File: config.mk
export PLATFORM = sky130hd
export DESIGN_NAME = ctr_host_port
export DESIGN_NICKNAME = d
export VERILOG_FILES = /design/src/rtl/chp_pkg.sv /design/src/rtl/chp_byte_ptr.sv /design/src/rtl/chp_preset_reg.sv /design/src/rtl/chp_latch_reg.sv /design/src/rtl/chp_cfg_regs.sv /design/src/rtl/ctr_host_port.sv
export SDC_FILE = /design/constraint.sdc
export NUM_CORES = 1
export LEC_CHECK = 0
export BUFFER_PORTS_ARGS = -buffer_cell sky130_fd_sc_hd__buf_4
export CORE_UTILIZATION = 51
export CTS_CLUSTER_SIZE = 40
export DETAILED_ROUTE_END_ITERATION = 7
export PLACE_DENSITY = 0.78
export SYNTH_ARGS = -nofsm -noshare
export SYNTH_HDL_FRONTEND = slang
export SYNTH_SLANG_ARGS = --single-unit
File: constraint.sdc
create_clock -name clk -period 1.66 [get_ports clk]
set_input_delay 0.083 -clock clk [delete_from_list [all_inputs] [get_ports clk]]
set_output_delay 0.083 -clock clk [all_outputs]
set_load 0.01 [all_outputs]
File: src/rtl/chp_pkg.sv
package chp_pkg;

  typedef enum logic [2:0] {
    GRP_CMD   = 3'b000,
    GRP_MODE  = 3'b001,
    GRP_IO    = 3'b010,
    GRP_INDEX = 3'b011
  } grp_e;

  typedef struct packed {
    logic [1:0] count_mode;
    logic [1:0] quad;
    logic       ab_en;
    logic       idx_preset;
    logic       idx_sync;
    logic       idx_pol;
  } cfg_t;

  typedef struct packed {
    logic ptr_clr;
    logic latch;
    logic load;
    logic flag_clr;
    logic err_clr;
    logic mode_we;
    logic io_we;
    logic idx_we;
  } cmd_t;

  // next byte position with wrap after the last lane
  function automatic int unsigned ptr_after(int unsigned p, int unsigned n);
    return (p + 1 >= n) ? 0 : p + 1;
  endfunction

  // split a control byte into its actions
  function automatic cmd_t decode_cmd(logic [7:0] b, logic hit);
    cmd_t c;
    c = '0;
    if (hit) begin
      case (b[7:5])
        GRP_CMD: begin
          c.ptr_clr  = b[0];
          c.load     = b[3];
          c.latch    = b[4];
          c.flag_clr = (b[2:1] == 2'b01) || (b[2:1] == 2'b10);
          c.err_clr  = (b[2:1] == 2'b11);
        end
        GRP_MODE:  c.mode_we = 1'b1;
        GRP_IO:    c.io_we   = 1'b1;
        GRP_INDEX: c.idx_we  = 1'b1;
        default:   c = '0;
      endcase
    end
    return c;
  endfunction

  function automatic logic [7:0] status_pack(logic borrow, logic carry,
                                             logic noise, logic dir_up);
    return {2'b00, dir_up, noise, 2'b00, carry, borrow};
  endfunction

endpackage

File: src/rtl/chp_byte_ptr.sv
module chp_byte_ptr
  import chp_pkg::*;
#(
  parameter int NUM_BYTES = 3,
  parameter int PTR_W     = 2
) (
  input  logic             clk,
  input  logic             rst_n,
  input  logic             clr,
  input  logic             step,
  output logic [PTR_W-1:0] ptr_q
);

  logic [PTR_W-1:0] ptr_nxt;

  assign ptr_nxt = PTR_W'(ptr_after(32'(ptr_q), NUM_BYTES));

  always_ff @(posedge clk or negedge rst_n) begin
    if (!rst_n)     ptr_q <= '0;
    else if (clr)   ptr_q <= '0;
    else if (step)  ptr_q <= ptr_nxt;
  end

endmodule

File: src/rtl/chp_preset_reg.sv
module chp_preset_reg #(
  parameter int BYTE_W    = 8,
  parameter int NUM_BYTES = 3,
  parameter int PTR_W     = 2,
  localparam int VAL_W    = BYTE_W * NUM_BYTES
) (
  input  logic              clk,
  input  logic              rst_n,
  input  logic              byte_we,
  input  logic [PTR_W-1:0]  ptr,
  input  logic [BYTE_W-1:0] byte_in,
  output logic [VAL_W-1:0]  value
);

  logic [BYTE_W-1:0] lane_q [NUM_BYTES];

  for (genvar g = 0; g < NUM_BYTES; g++) begin : g_lane
    always_ff @(posedge clk or negedge rst_n) begin
      if (!rst_n)
        lane_q[g] <= '0;
      else if (byte_we && (ptr == PTR_W'(g)))
        lane_q[g] <= byte_in;
    end
    assign value[g*BYTE_W +: BYTE_W] = lane_q[g];
  end

endmodule

File: src/rtl/chp_latch_reg.sv
module chp_latch_reg #(
  parameter int BYTE_W    = 8,
  parameter int NUM_BYTES = 3,
  parameter int PTR_W     = 2,
  localparam int VAL_W    = BYTE_W * NUM_BYTES
) (
  input  logic              clk,
  input  logic              rst_n,
  input  logic              capture,
  input  logic [VAL_W-1:0]  word_in,
  input  logic [PTR_W-1:0]  ptr,
  output logic [BYTE_W-1:0] byte_out
);

  logic [VAL_W-1:0] snap_q;

  always_ff @(posedge clk or negedge rst_n) begin
    if (!rst_n)       snap_q <= '0;
    else if (capture) snap_q <= word_in;
  end

  always_comb begin
    byte_out = '0;
    for (int i = 0; i < NUM_BYTES; i++) begin
      if (ptr == PTR_W'(i)) byte_out = snap_q[i*BYTE_W +: BYTE_W];
    end
  end

endmodule

File: src/rtl/chp_cfg_regs.sv
module chp_cfg_regs
  import chp_pkg::*;
(
  input  logic       clk,
  input  logic       rst_n,
  input  logic       mode_we,
  input  logic       io_we,
  input  logic       idx_we,
  input  logic [7:0] cfg_byte,
  output cfg_t       cfg_q
);

  logic quad_off_new;
  logic quad_off_now;

  assign quad_off_new = (cfg_byte[4:3] == 2'b00);
  assign quad_off_now = (cfg_q.quad == 2'b00);

  always_ff @(posedge clk or negedge rst_n) begin
    if (!rst_n) begin
      cfg_q <= '0;
    end else begin
      if (mode_we) begin
        cfg_q.count_mode <= cfg_byte[2:1];
        cfg_q.quad       <= cfg_byte[4:3];
        if (quad_off_new) cfg_q.idx_sync <= 1'b0;
      end
      if (io_we) begin
        cfg_q.ab_en      <= cfg_byte[0];
        cfg_q.idx_preset <= cfg_byte[1];
      end
      if (idx_we) begin
        cfg_q.idx_sync <= cfg_byte[0] & ~quad_off_now;
        cfg_q.idx_pol  <= cfg_byte[1];
      end
    end
  end

endmodule

File: src/rtl/ctr_host_port.sv
module ctr_host_port
  import chp_pkg::*;
#(
  parameter int BYTE_W    = 8,
  parameter int NUM_BYTES = 3
) (
  input  logic                        clk,
  input  logic                        rst_n,
  input  logic                        port_sel,
  input  logic                        wr_en,
  input  logic                        rd_en,
  input  logic [BYTE_W-1:0]           wdata,
  output logic [BYTE_W-1:0]           rdata,
  input  logic [BYTE_W*NUM_BYTES-1:0] count_in,
  input  logic                        borrow_in,
  input  logic                        carry_in,
  input  logic                        noise_in,
  input  logic                        dir_up_in,
  output logic [BYTE_W*NUM_BYTES-1:0] preset_out,
  output logic                        load_count_stb,
  output logic                        clr_flags_stb,
  output logic                        clr_error_stb,
  output logic [1:0]                  count_mode,
  output logic [1:0]                  quad_factor,
  output logic                        ab_enable,
  output logic                        index_preset,
  output logic                        index_sync,
  output logic                        index_pol
);

  localparam int VAL_W = BYTE_W * NUM_BYTES;
  localparam int PTR_W = (NUM_BYTES > 1) ? $clog2(NUM_BYTES) : 1;

  // access classes
  logic data_wr, data_rd, ctrl_wr, ctrl_rd;
  assign data_wr = wr_en & ~port_sel;
  assign data_rd = rd_en & ~port_sel;
  assign ctrl_wr = wr_en &  port_sel;
  assign ctrl_rd = rd_en &  port_sel;

  // command decode event
  cmd_t cmd;
  assign cmd = decode_cmd(wdata[7:0], ctrl_wr);

  logic [PTR_W-1:0]  ptr_q;
  logic [BYTE_W-1:0] latch_byte;
  cfg_t              cfg_q;

  chp_byte_ptr #(.NUM_BYTES(NUM_BYTES), .PTR_W(PTR_W)) u_ptr (
    .clk   (clk),
    .rst_n (rst_n),
    .clr   (cmd.ptr_clr),
    .step  (data_wr | data_rd),
    .ptr_q (ptr_q)
  );

  chp_preset_reg #(.BYTE_W(BYTE_W), .NUM_BYTES(NUM_BYTES), .PTR_W(PTR_W)) u_preset (
    .clk     (clk),
    .rst_n   (rst_n),
    .byte_we (data_wr),
    .ptr     (ptr_q),
    .byte_in (wdata),
    .value   (preset_out)
  );

  chp_latch_reg #(.BYTE_W(BYTE_W), .NUM_BYTES(NUM_BYTES), .PTR_W(PTR_W)) u_latch (
    .clk      (clk),
    .rst_n    (rst_n),
    .capture  (cmd.latch),
    .word_in  (count_in),
    .ptr      (ptr_q),
    .byte_out (latch_byte)
  );

  chp_cfg_regs u_cfg (
    .clk      (clk),
    .rst_n    (rst_n),
    .mode_we  (cmd.mode_we),
    .io_we    (cmd.io_we),
    .idx_we   (cmd.idx_we),
    .cfg_byte (wdata[7:0]),
    .cfg_q    (cfg_q)
  );

  // one-cycle strobes toward the counting engine
  always_ff @(posedge clk or negedge rst_n) begin
    if (!rst_n) begin
      load_count_stb <= 1'b0;
      clr_flags_stb  <= 1'b0;
      clr_error_stb  <= 1'b0;
    end else begin
      load_count_stb <= cmd.load;
      clr_flags_stb  <= cmd.flag_clr;
      clr_error_stb  <= cmd.err_clr;
    end
  end

  logic [BYTE_W-1:0] status_byte;
  assign status_byte = BYTE_W'(status_pack(borrow_in, carry_in, noise_in, dir_up_in));

  assign rdata = data_rd ? latch_byte :
                 ctrl_rd ? status_byte : '0;

  assign count_mode   = cfg_q.count_mode;
  assign quad_factor  = cfg_q.quad;
  assign ab_enable    = cfg_q.ab_en;
  assign index_preset = cfg_q.idx_preset;
  assign index_sync   = cfg_q.idx_sync;
  assign index_pol    = cfg_q.idx_pol;

endmodule

# Word level (Yosys, flattened, before mapping)
# Index checks and enable logic that the tools add are counted.
dict set report totals {
  register_bits 61
}
dict set report classes {
  n_addsub 1
  magnitude_cmp 1
  eq_ne 8
  mux 16
  n_bitwise 8
  n_reduce_logical 12
}
# cell n
set ops {}
lappend ops {{two-way mux 8 bit} 5}
lappend ops {{two-way mux 2 bit} 4}
lappend ops {{equality test 2 bit (second input constant)} 3}
lappend ops {{equality test 3 x 2 -> 1 bit (second input constant)} 2}
lappend ops {{zero test 2 bit} 3}
lappend ops {{two-way mux 6 bit} 1}
lappend ops {{nonzero test 2 bit} 3}
lappend ops {{AND 1 bit} 5}
lappend ops {{two-way mux 1 bit} 5}
lappend ops {{two-way mux 5 bit} 1}
lappend ops {{equality test 2 x 1 -> 1 bit (second input constant)} 2}
lappend ops {{adder 2 x 1 -> 3 bit (second input constant)} 1}
lappend ops {{equality test 3 x 1 -> 1 bit (second input constant)} 1}
lappend ops {{greater-or-equal comparator 3 x 2 -> 1 bit (second input constant)} 1}
lappend ops {{logical AND 1 bit} 3}
lappend ops {{zero test 3 bit} 1}
lappend ops {{NOT 1 bit} 2}
lappend ops {{AND reduction 2 bit} 1}
lappend ops {{logical OR 1 bit} 1}
lappend ops {{bitwise OR 1 bit} 1}

# Depth between registers and ports, before layout
# Gate-level depths: netlist (run 1).
dict set report depth {
  ltp_word 6
  ltp_mapped 5
}

# By module
# Synthesis (run 1) repeated with hierarchy kept, for this count alone.
dict set report hier_totals {
  cells_unflattened 182
  hier_area_um2 2793.9
}
# module instances cells_each area_each_um2
set by_module_without_submodules {}
lappend by_module_without_submodules {chp_latch_reg 1 71 1176.1}
lappend by_module_without_submodules {chp_preset_reg 1 51 912.1}
lappend by_module_without_submodules {chp_cfg_regs 1 19 310.3}
lappend by_module_without_submodules {ctr_host_port 1 33 306.5}
lappend by_module_without_submodules {chp_byte_ptr 1 8 88.8}

# Worst setup path after synthesis (run 1)
# Ideal clock, no wire load.
dict set report synth_path {
  kind {register to register}
  start {register u_ptr.ptr_q[1]}
  end {register u_preset.lane_q, in the netlist u_preset.value[16]}
  arrival_time_ns 1.305
  required_time_ns 1.535
  slack_ns 0.231
  path_stages_with_launch 6
  path_buffers 2
  cell_sequence {dfrtp_1 > nor2b_1 > buf_2 > and3_1 > buf_2 > mux2_2}
}
dict set report synth_via {
  elab_chain_cells 2
}
# item line_no
set synth_rtl {}
lappend synth_rtl {{from (decl)} chp_byte_ptr.sv:11} ;# output logic [PTR_W-1:0] ptr_q
lappend synth_rtl {{from (signal assigned)} chp_byte_ptr.sv:21} ;# else if (step) ptr_q <= ptr_nxt;
lappend synth_rtl {{equality test 2 bit} chp_preset_reg.sv:21} ;# else if (byte_we && (ptr == PTR_W'(g)))
lappend synth_rtl {{logical AND 1 bit} chp_preset_reg.sv:21}
lappend synth_rtl {{to (signal, indexed assignment)} chp_preset_reg.sv:22} ;# lane_q[g] <= byte_in;
lappend synth_rtl {{to (decl)} chp_preset_reg.sv:15} ;# logic [BYTE_W-1:0] lane_q [NUM_BYTES];
# Every way passes these cells.
# A chain may end at the register's enable or synchronous reset.

# Final worst setup path (run 1)
dict set report layout_path {
  start {register u_ptr.ptr_q[0]}
  end {output rdata[1]}
}
dict set report layout_via {
  elab_chain_cells 5
}
# item line_no
set layout_rtl {}
lappend layout_rtl {{zero test 2 bit} chp_latch_reg.sv:25} ;# if (ptr == PTR_W'(i)) byte_out = snap_q[i*BYTE_W +: BYTE_W];
lappend layout_rtl {{two-way mux 8 bit (2 in a row)} chp_latch_reg.sv:25}
lappend layout_rtl {{two-way mux 8 bit (*)} chp_latch_reg.sv:25}
lappend layout_rtl {{two-way mux 8 bit (*)} ctr_host_port.sv:101} ;# assign rdata = data_rd ? latch_byte :
lappend layout_rtl {{to (decl)} ctr_host_port.sv:13} ;# output logic [BYTE_W-1:0] rdata,
# Every way passes the cells marked *; elsewhere a longest branch is shown, timed or not.

==> results of run 1 <==
-- final cells by class --
type / instances / area share
Timing Repair Buffer: 116 / 0.2420
Tap cell: 70 / 0.02235
Clock buffer: 11 / 0.03608
Clock inverter: 4 / 0.006386
Sequential cell: 61 / 0.3895
Multi-Input combinational cell: 119 / 0.3027
Inverter: 1 / 0.0009579
-- metrics by stage --
stage          total power, uW  instances  setup TNS, ns  utilization
4_1_cts                   5305        381              0       0.7550
5_1_grt                   5736        382       -0.07431       0.7673
2_1_floorplan             3199        189              0            -
3_5_place_dp              4105        340              0       0.6690
3_3_place_gp              4051        340              0       0.6690
6_report                  5404        382              0       0.7673
-- layer usage --
layer  global-route usage  vias up  wire length (um)
li1                     -      910                 -
met1               0.3260      950              2683
met2               0.3524       57              3057
met3              0.04150       15               195
met4               0.1027        0               165
met5                    0        -                 0
-- state kept, by name, summed over array words and instances, names as in the netlist --
register / flops
u_latch.snap_q: 24
u_preset.value: 24
u_cfg.cfg_q: 8
u_ptr.ptr_q: 2
clr_error_stb: 1
clr_flags_stb: 1
load_count_stb: 1
-- worst max-delay path by stage --
stage / startpoint / to / slack, ns
after floorplan: u_ptr.ptr_q[1]$_DFFE_PN0P_ / u_preset.value[16]$_DFFE_PN0P_ / 0.23
after global placement: u_ptr.ptr_q[1]$_DFFE_PN0P_ / u_preset.value[17]$_DFFE_PN0P_ / 0.22
after detailed placement: u_ptr.ptr_q[1]$_DFFE_PN0P_ / u_preset.value[21]$_DFFE_PN0P_ / 0.15
after CTS: u_ptr.ptr_q[0]$_DFFE_PN0P_ / rdata[1] / 0.01
after global routing: u_ptr.ptr_q[0]$_DFFE_PN0P_ / rdata[1] / -0.02
final: u_ptr.ptr_q[0]$_DFFE_PN0P_ / rdata[1] / 0.02
-- worst max-delay path: cells and delay by family (launching register included) --
| kind | cells | cell delay [ns] |
|---|---|---|
| mux | 1 | 0.11 |
| flops | 1 | 0.42 |
| simple gates | 1 | 0.28 |
| compound gates | 1 | 0.13 |
| buf+inv | 2 | 0.29 |
-- cell families after synthesis --
family                     after synthesis  synth area share
AOI/OAI and AO/OA                       22           0.04516
and+or+nand+nor                         32           0.07789
buffers and inverters                    9           0.02120
DFF                                     61            0.5622
adders and majority gates                1          0.004608
muxes                                   64            0.2889
-- timing repair --
action,in CTS,in global routing
endpoints found under the hold margin,85,0
pin swaps,0,6
gates resized for setup,4,19
gates cloned,0,1
endpoints found under the setup margin,8,8
hold buffers,25,0
setup buffers,1,0
-- where the power goes --
part	switching, uW	internal, uW
sequential	287	1960
combinational	789	1250
clock	543	568
-- synth_stat cells (all sizes together) --
cell,n
dfrtp,61
mux2,55
a21oi,13
mux2i,9
or2,8
buf,7
nand2,7
nor2b,5
o21ai,5
and2,3
a22oi,1
and3,1
and4b,1
and4bb,1
clkbuf,1
ha,1
inv,1
nand2b,1
nand3b,1
nand4,1
nor2,1
nor3,1
o2111ai,1
o21bai,1
o2bb2ai,1
or3,1
==> qor.yml, run 1 <==
grt_max_degree: 62
multi_input_area_sq_um: 1186
ys_ff_latch: 61
io_buffers: 83
yosysSeqAreaShare: 0.5622
grt_pass1_wl_um: 9301
cts_buffers: 9
finalHoldViolations: 0
io_pins: 84
final_antenna_net_count: 0
maxCapViolations: 0
reg2reg_depth: 4
vdd_drop_max_uv: 1039
worst-setup-path-type: "reg -> out"
fin_ws_ns: 0.01990
yosys.area.top_type_share: 0.5622
place_ws_ns: 0.1528
reg2reg_slack_ns: 0.04
cts_tree: "yes"
synth.avg_cell_area_sq_um: 14.37
diodes: 0
crit_arrival_ns: 1.56
clk_pin_slew_worst_paths_ns: 0.06
die_h_um: 74.97
yosys_warnings: 0
globalplace.congestion: 0.8564
r2r_start: "u_ptr.ptr_q[0]$_DFFE_PN0P_"
finalWirelength_um: 6102
crit_fanout: 5
synth_area_sq_um: 2715
initial_utilization: 0.5316
antenna_found_initial: 0
worstPathRequired_ns: 1.58
cts_root_buf: "clkbuf_8"
drc: 0
grt_usage: 0.2315
max_freq_ghz: 0.6097
core_sq_um: 5107
synth_area_leaders: "dfrtp_1, mux2_2, mux2_4"
min_path_cells: 2
fin_nets: 350
final_common_cell: "buf_4"
layout_common_cells: "buf_4, dfrtp_1, mux2_2"
grt_pass1_vias: 1933
dpl.hpwl_um: 4054
cp-start-kind: "register"
status: "finished, final reports clean"
min_path_type: "in -> reg"
drt_iter0_drc: 123
final_area_sq_um: 3919
r2r-end: "u_preset.value[21]$_DFFE_PN0P_"
overflow: 0
via_per_inst: 5.058
routed-via-count: 1932
clk_path_buf_depth: 2
ys_types: 29
clk_latency_ns: 0.33
holdWs_ns: 0.006249
maxSlewViolCount: 0
rsz0062_at_grt: "yes"
period_share: 0.9880
seqCellArea_sq_um: 1526
cts.sinks: 61
powerDensity_nw_per_um2: 1379
skew_ns: 0.007841
post_drt_wl_per_cell_um: 15.97
min_from: "count_in[20]"
synth_top_cell_by_area: "dfrtp_1"
tightestPinTransition_ns: 0.7471
setup_viol: 0
syn-num-nets: 231
hold-path-endpoint: "u_latch.snap_q[20]$_DFFE_PN0P_"
syn_inst: 189
drive_gt1_frac: 0.5769
max-slew-margin-rel: 0.5020
post_dp_cell_area_sq_um: 3417
cp_slowest_cell: "dfrtp_1"
end_kind: "output pin"
drt_pre_antenna_iters: 4
die_area_sq_um: 5620
nFillCells: 337
leakagePower_uw: 0.001927
die_w_um: 74.97
areaGrowthSynthToFinish_pct: 44.33
rows: 26
cts.htree.levels: 3
min_period_ns: 1.640
critical_path.cell_chain: "buf_6, mux2i_1, or2_2, a21oi_2, buf_4"
slowest_delay_ns: 0.42
No activity file was read; power rests on OpenSTA's default activity.
==> run 2: changes to the inputs <==
--- a/config.mk
+++ b/config.mk
@@ -6,10 +6,10 @@
 export NUM_CORES = 1
 export LEC_CHECK = 0
 export BUFFER_PORTS_ARGS = -buffer_cell sky130_fd_sc_hd__buf_4
-export CORE_UTILIZATION = 51
+export CORE_UTILIZATION = 45
 export CTS_CLUSTER_SIZE = 40
 export DETAILED_ROUTE_END_ITERATION = 7
-export PLACE_DENSITY = 0.78
+export PLACE_DENSITY = 0.7
 export SYNTH_ARGS = -nofsm -noshare
 export SYNTH_HDL_FRONTEND = slang
 export SYNTH_SLANG_ARGS = --single-unit
==> qor.yml, run 2 (synthesis gave the netlist of run 1 again) <==
finalWirelength_um: 6074
min_from: "wdata[2]"
layout.cells.non_filler: 387
fin_nets: 352
leakagePower_uw: 0.001976
skew_ns: 0.006005
end_kind: "output pin"
crit_fanout: 8
pwr-share-seq: 0.378
grt_pass1_wl_um: 9825
io_pins: 84
p_clk_frac: 0.280
grt_usage: 0.2117
vdd_drop_max_uv: 912.4
grt_pass1_vias: 1960
slowest_delay_ns: 0.40
cell_internal_pwr_uw: 4291
reg2reg_slack_ns: 0.09
clk_pin_slew_worst_paths_ns: 0.07
finalHoldViolations: 0
powerDensity_nw_per_um2: 1471
layout_common_cells: "buf_4, dfrtp_1, mux2_2"
cts.sinks: 61
areaGrowthSynthToFinish_pct: 48.62
nFillCells: 410
fin_ws_ns: 0.02815
via_per_inst: 4.974
cts.htree.levels: 3
cp-start-kind: "register"
initial_utilization: 0.4784
place_ws_ns: 0.1532
rows: 27
critical_path.cell_chain: "buf_6, mux2i_2, or2_4, a21oi_2, buf_4"
crit_arrival_ns: 1.55
antenna_found_initial: 0
io_buffers: 83
pwr-share-comb: 0.343
sw_frac_of_total: 0.2771
status: "finished, final reports clean"
die_area_sq_um: 6348
routed-via-count: 1925
cts_buffers: 9
min_period_ns: 1.632
core_sq_um: 5675
min_path_type: "in -> reg"
setup_viol: 0
drt_pre_antenna_iters: 4
drt_iter0_drc: 45
worstSetupStartpoint: "u_ptr.ptr_q[0]$_DFFE_PN0P_"
globalplace.congestion: 0.7926
maxCapViolations: 0
cts_root_buf: "clkbuf_8"
max-slew-margin-rel: 0.5054
cts_tree: "yes"
max_freq_ghz: 0.6128
drc: 0
critPathBufInv: 2
final_common_cell: "buf_4"
reg2reg_depth: 4
r2r-end: "u_preset.value[23]$_DFFE_PN0P_"
clk_path_buf_depth: 2
critPathTopFamily: "flip-flops"
hold-path-endpoint: "u_cfg.cfg_q[7]$_DFFE_PN0P_"
post_drt_wl_per_cell_um: 15.70
overflow: 0
period_share: 0.9830
rsz0062_at_grt: "yes"
drive_gt1_frac: 0.5810
worstPathRequired_ns: 1.58
tightestPinTransition_ns: 0.7418
die_h_um: 79.68
p_switching_uw: 1645
maxSlewViolCount: 0
clk_latency_ns: 0.34
die_w_um: 79.68
dpl.cell_count: 342
worst-setup-path-type: "reg -> out"
diodes: 0
grt_max_degree: 62
final_antenna_net_count: 0
dpl.hpwl_um: 4099
r2r_start: "u_ptr.ptr_q[0]$_DFFE_PN0P_"
cp_slowest_cell: "dfrtp_1"
min_path_cells: 2
tns_ns: 0
[run 2: metrics by stage]
step                      area, sq um  total power (uW)  hold WS, ns  utilization
after floorplan                  2715              3199      -0.2126            -
after global placement           3420              4068       0.2063       0.6025
after detailed placement         3420              4108       0.2035       0.6025
after CTS                        4001              5920     0.006993       0.7050
after global routing             4035              6250      0.01845       0.7110
final                            4035              5936      0.02220       0.7110
[run 2: worst max-delay path by stage]
| stage | end | depth (start not counted) |
|---|---|---|
| finish | rdata[6] | 5 |
| global route | rdata[7] | 5 |
| CTS | rdata[2] | 5 |
| detailed placement | u_preset.value[23]$_DFFE_PN0P_ | 3 |
| global placement | u_preset.value[18]$_DFFE_PN0P_ | 3 |
| floorplan | u_preset.value[16]$_DFFE_PN0P_ | 5 |
[run 2: cell type report]
type / count / area (sq um) / area share
Sequential cell: 61 / 1526 / 0.3783
Multi-Input combinational cell: 119 / 1194 / 0.2958
Timing Repair Buffer: 118 / 963.4 / 0.2388
Clock buffer: 11 / 151.4 / 0.03752
Clock inverter: 5 / 106.4 / 0.02636
Tap cell: 72 / 90.09 / 0.02233
Inverter: 1 / 3.754 / 0.0009302
[run 2: what timing repair did]
item | in CTS | in global routing
setup buffers | 1 | 0
endpoints found under the hold margin | 90 | 0
setup endpoints to repair | 8 | 16
gates resized for setup | 11 | 10
hold buffers | 28 | 0
pin swaps | 2 | 3
[run 2: power groups by stage]
stage / logic, uW / clock network (uW) / registers [uW]
after floorplan: 827 / 0 / 2370
final: 2030 / 1660 / 2240
after global routing: 2190 / 1760 / 2300
after detailed placement: 1850 / 0 / 2260
after global placement: 1820 / 0 / 2250
after CTS: 1990 / 1700 / 2230
[run 2: per-layer routing]
layer / vias to the layer above / share of wire / GRT usage
met4: 0 / 0.018 / 0.09455
li1: 916 / - / -
met5: - / 0 / 0
met3: 9 / 0.047 / 0.05257
met2: 55 / 0.50 / 0.3402
met1: 945 / 0.44 / 0.2691
[run 2: worst register-to-register path: cells and delay by family, from the launching register on]
kind | cells | cell delay (ns)
multiplexers | 1 | 0.38
AND/OR/NAND/NOR | 2 | 0.52
flip-flops | 1 | 0.40
buffers and inverters | 1 | 0.17
==> run 3: changes to the inputs <==
--- a/config.mk
+++ b/config.mk
@@ -9,7 +9,7 @@
 export CORE_UTILIZATION = 45
 export CTS_CLUSTER_SIZE = 40
 export DETAILED_ROUTE_END_ITERATION = 7
-export PLACE_DENSITY = 0.7
+export PLACE_DENSITY = 0.72
 export SYNTH_ARGS = -nofsm -noshare
 export SYNTH_HDL_FRONTEND = slang
 export SYNTH_SLANG_ARGS = --single-unit
==> qor.yml, run 3 (synthesis gave the netlist of run 1 again) <==
cp-start-kind: "register"
powerDensity_nw_per_um2: 1378
cts_buffers: 9
min_path_cells: 2
finalWirelength_um: 6364
reg2reg_depth: 5
fin_ws_ns: -0.01325
maxCapViolations: 0
core_sq_um: 5675
vdd_drop_max_uv: 814.4
cts.htree.levels: 3
crit_fanout: 5
max-slew-margin-rel: 0.5031
min_period_ns: 1.673
max_freq_ghz: 0.5976
multi_input_area_sq_um: 1184
end_kind: "output pin"
routed-via-count: 1926
worstPathRequired_ns: 1.58
clk_latency_ns: 0.33
post_drt_wl_per_cell_um: 16.44
cp_slowest_cell: "dfrtp_1"
utilization: 0.6933
rsz0062_at_grt: "yes"
cts_tree: "yes"
seqCellArea_sq_um: 1526
dpl.cell_count: 342
io_pins: 84
finalHoldViolations: 0
antenna_found_initial: 0
holdWs_ns: 0.02118
p_switching_uw: 1635
initial_utilization: 0.4784
io_buffers: 83
grt_pass1_wl_um: 9784
slowest_delay_ns: 0.42
min_path_type: "in -> reg"
status: "finished with violations"
tightestPinTransition_ns: 0.7454
pwr-share-comb: 0.376
leakagePower_uw: 0.001930
grt_max_degree: 62
failed_checks: "negative setup slack"
via_per_inst: 4.977
drive_gt1_frac: 0.5746
areaGrowthSynthToFinish_pct: 44.93
drt_pre_antenna_iters: 4
clk_pin_slew_worst_paths_ns: 0.07
worst-setup-path-type: "reg -> out"
dpl.hpwl_um: 4117
overflow: 0
die_h_um: 79.68
period_share: 1.008
fin_nets: 352
place_ws_ns: 0.1551
pwr-share-seq: 0.415
final_common_cell: "buf_4"
nFillCells: 421
globalplace.congestion: 0.7919
rows: 27
setup_viol: 1
layout.cells.non_filler: 387
diodes: 0
die_area_sq_um: 6348
layout_common_cells: "buf_4, dfrtp_1, mux2_2"
drc: 0
cts.sinks: 61
p_clk_frac: 0.209
maxSlewViolCount: 0
crit_arrival_ns: 1.59
skew_ns: 0.006675
die_w_um: 79.68
grt_pass1_vias: 1936
critical_path.cell_chain: "buf_6, mux2i_1, or2_4, a21oi_2, buf_4"
final_antenna_net_count: 0
grt_usage: 0.2128
sw_frac_of_total: 0.3013
clk_path_buf_depth: 2
cell_internal_pwr_uw: 3790
cts_root_buf: "clkbuf_8"
drt_iter0_drc: 47
==> run 3: final cells by class <==
cell class | instances | share of cell area
Timing Repair Buffer | 118 | 0.2442
Multi-Input combinational cell | 119 | 0.3008
Tap cell | 72 | 0.02289
Inverter | 1 | 0.0009539
Clock inverter | 3 | 0.005405
Sequential cell | 61 | 0.3879
Clock buffer | 13 | 0.03784
==> run 3: critical path: cells and delay by family (launching register included) <==
kind	cells	cell delay (ns)
AOI/OAI and AO/OA	1	0.15
buffers and inverters	2	0.31
DFF	1	0.42
muxes	1	0.14
and+or+nand+nor	1	0.24
==> run 3: path summary, 6_finish.rpt <==
| kind | start | endpoint | slack [ns] |
|---|---|---|---|
| min in group asynchronous | rst_n | u_latch.snap_q[6]$_DFFE_PN0P_ | 0.38 |
| max | u_ptr.ptr_q[0]$_DFFE_PN0P_ | rdata[5] | -0.01 |
| min reg2reg | u_cfg.cfg_q[2]$_DFFE_PN0P_ | u_cfg.cfg_q[2]$_DFFE_PN0P_ | 0.51 |
| min | wdata[2] | u_preset.value[10]$_DFFE_PN0P_ | 0.02 |
| max in group asynchronous | rst_n | u_latch.snap_q[23]$_DFFE_PN0P_ | 0.78 |
| max reg2reg | u_ptr.ptr_q[0]$_DFFE_PN0P_ | u_preset.value[13]$_DFFE_PN0P_ | 0.10 |
==> run 3: timing repair <==
item / 4_1_cts / 5_1_grt
endpoints found under the hold margin: 88 / 0
gates cloned: 1 / 0
pin swaps: 3 / 4
buffers inserted: 1 / 0
gates resized for setup: 9 / 10
hold buffers: 27 / 0
setup endpoints to repair: 8 / 16
==> run 3: through the flow <==
stage	total power, uW	instance area, sq um	TNS [ns]
4_1_cts	5393	3902	-0.04046
6_report	5424	3935	-0.01325
3_3_place_gp	4064	3420	0
2_1_floorplan	3199	2715	0
5_1_grt	5720	3935	-0.2390
3_5_place_dp	4112	3420	0
==> run 3: power groups by stage <==
stage | Clock, uW | Combinational, uW | Sequential (uW)
floorplan | 0 | 827 | 2370
global placement | 0 | 1810 | 2250
detailed placement | 0 | 1840 | 2270
CTS | 1160 | 1990 | 2250
global route | 1220 | 2190 | 2310
finish | 1140 | 2040 | 2250
==> run 3: metal layers <==
metal,vias to the layer above,part of all wire,track usage
met5,-,0,0
li1,917,-,-
met3,12,0.037,0.03657
met1,941,0.44,0.2672
met2,56,0.51,0.3513
met4,0,0.020,0.1091
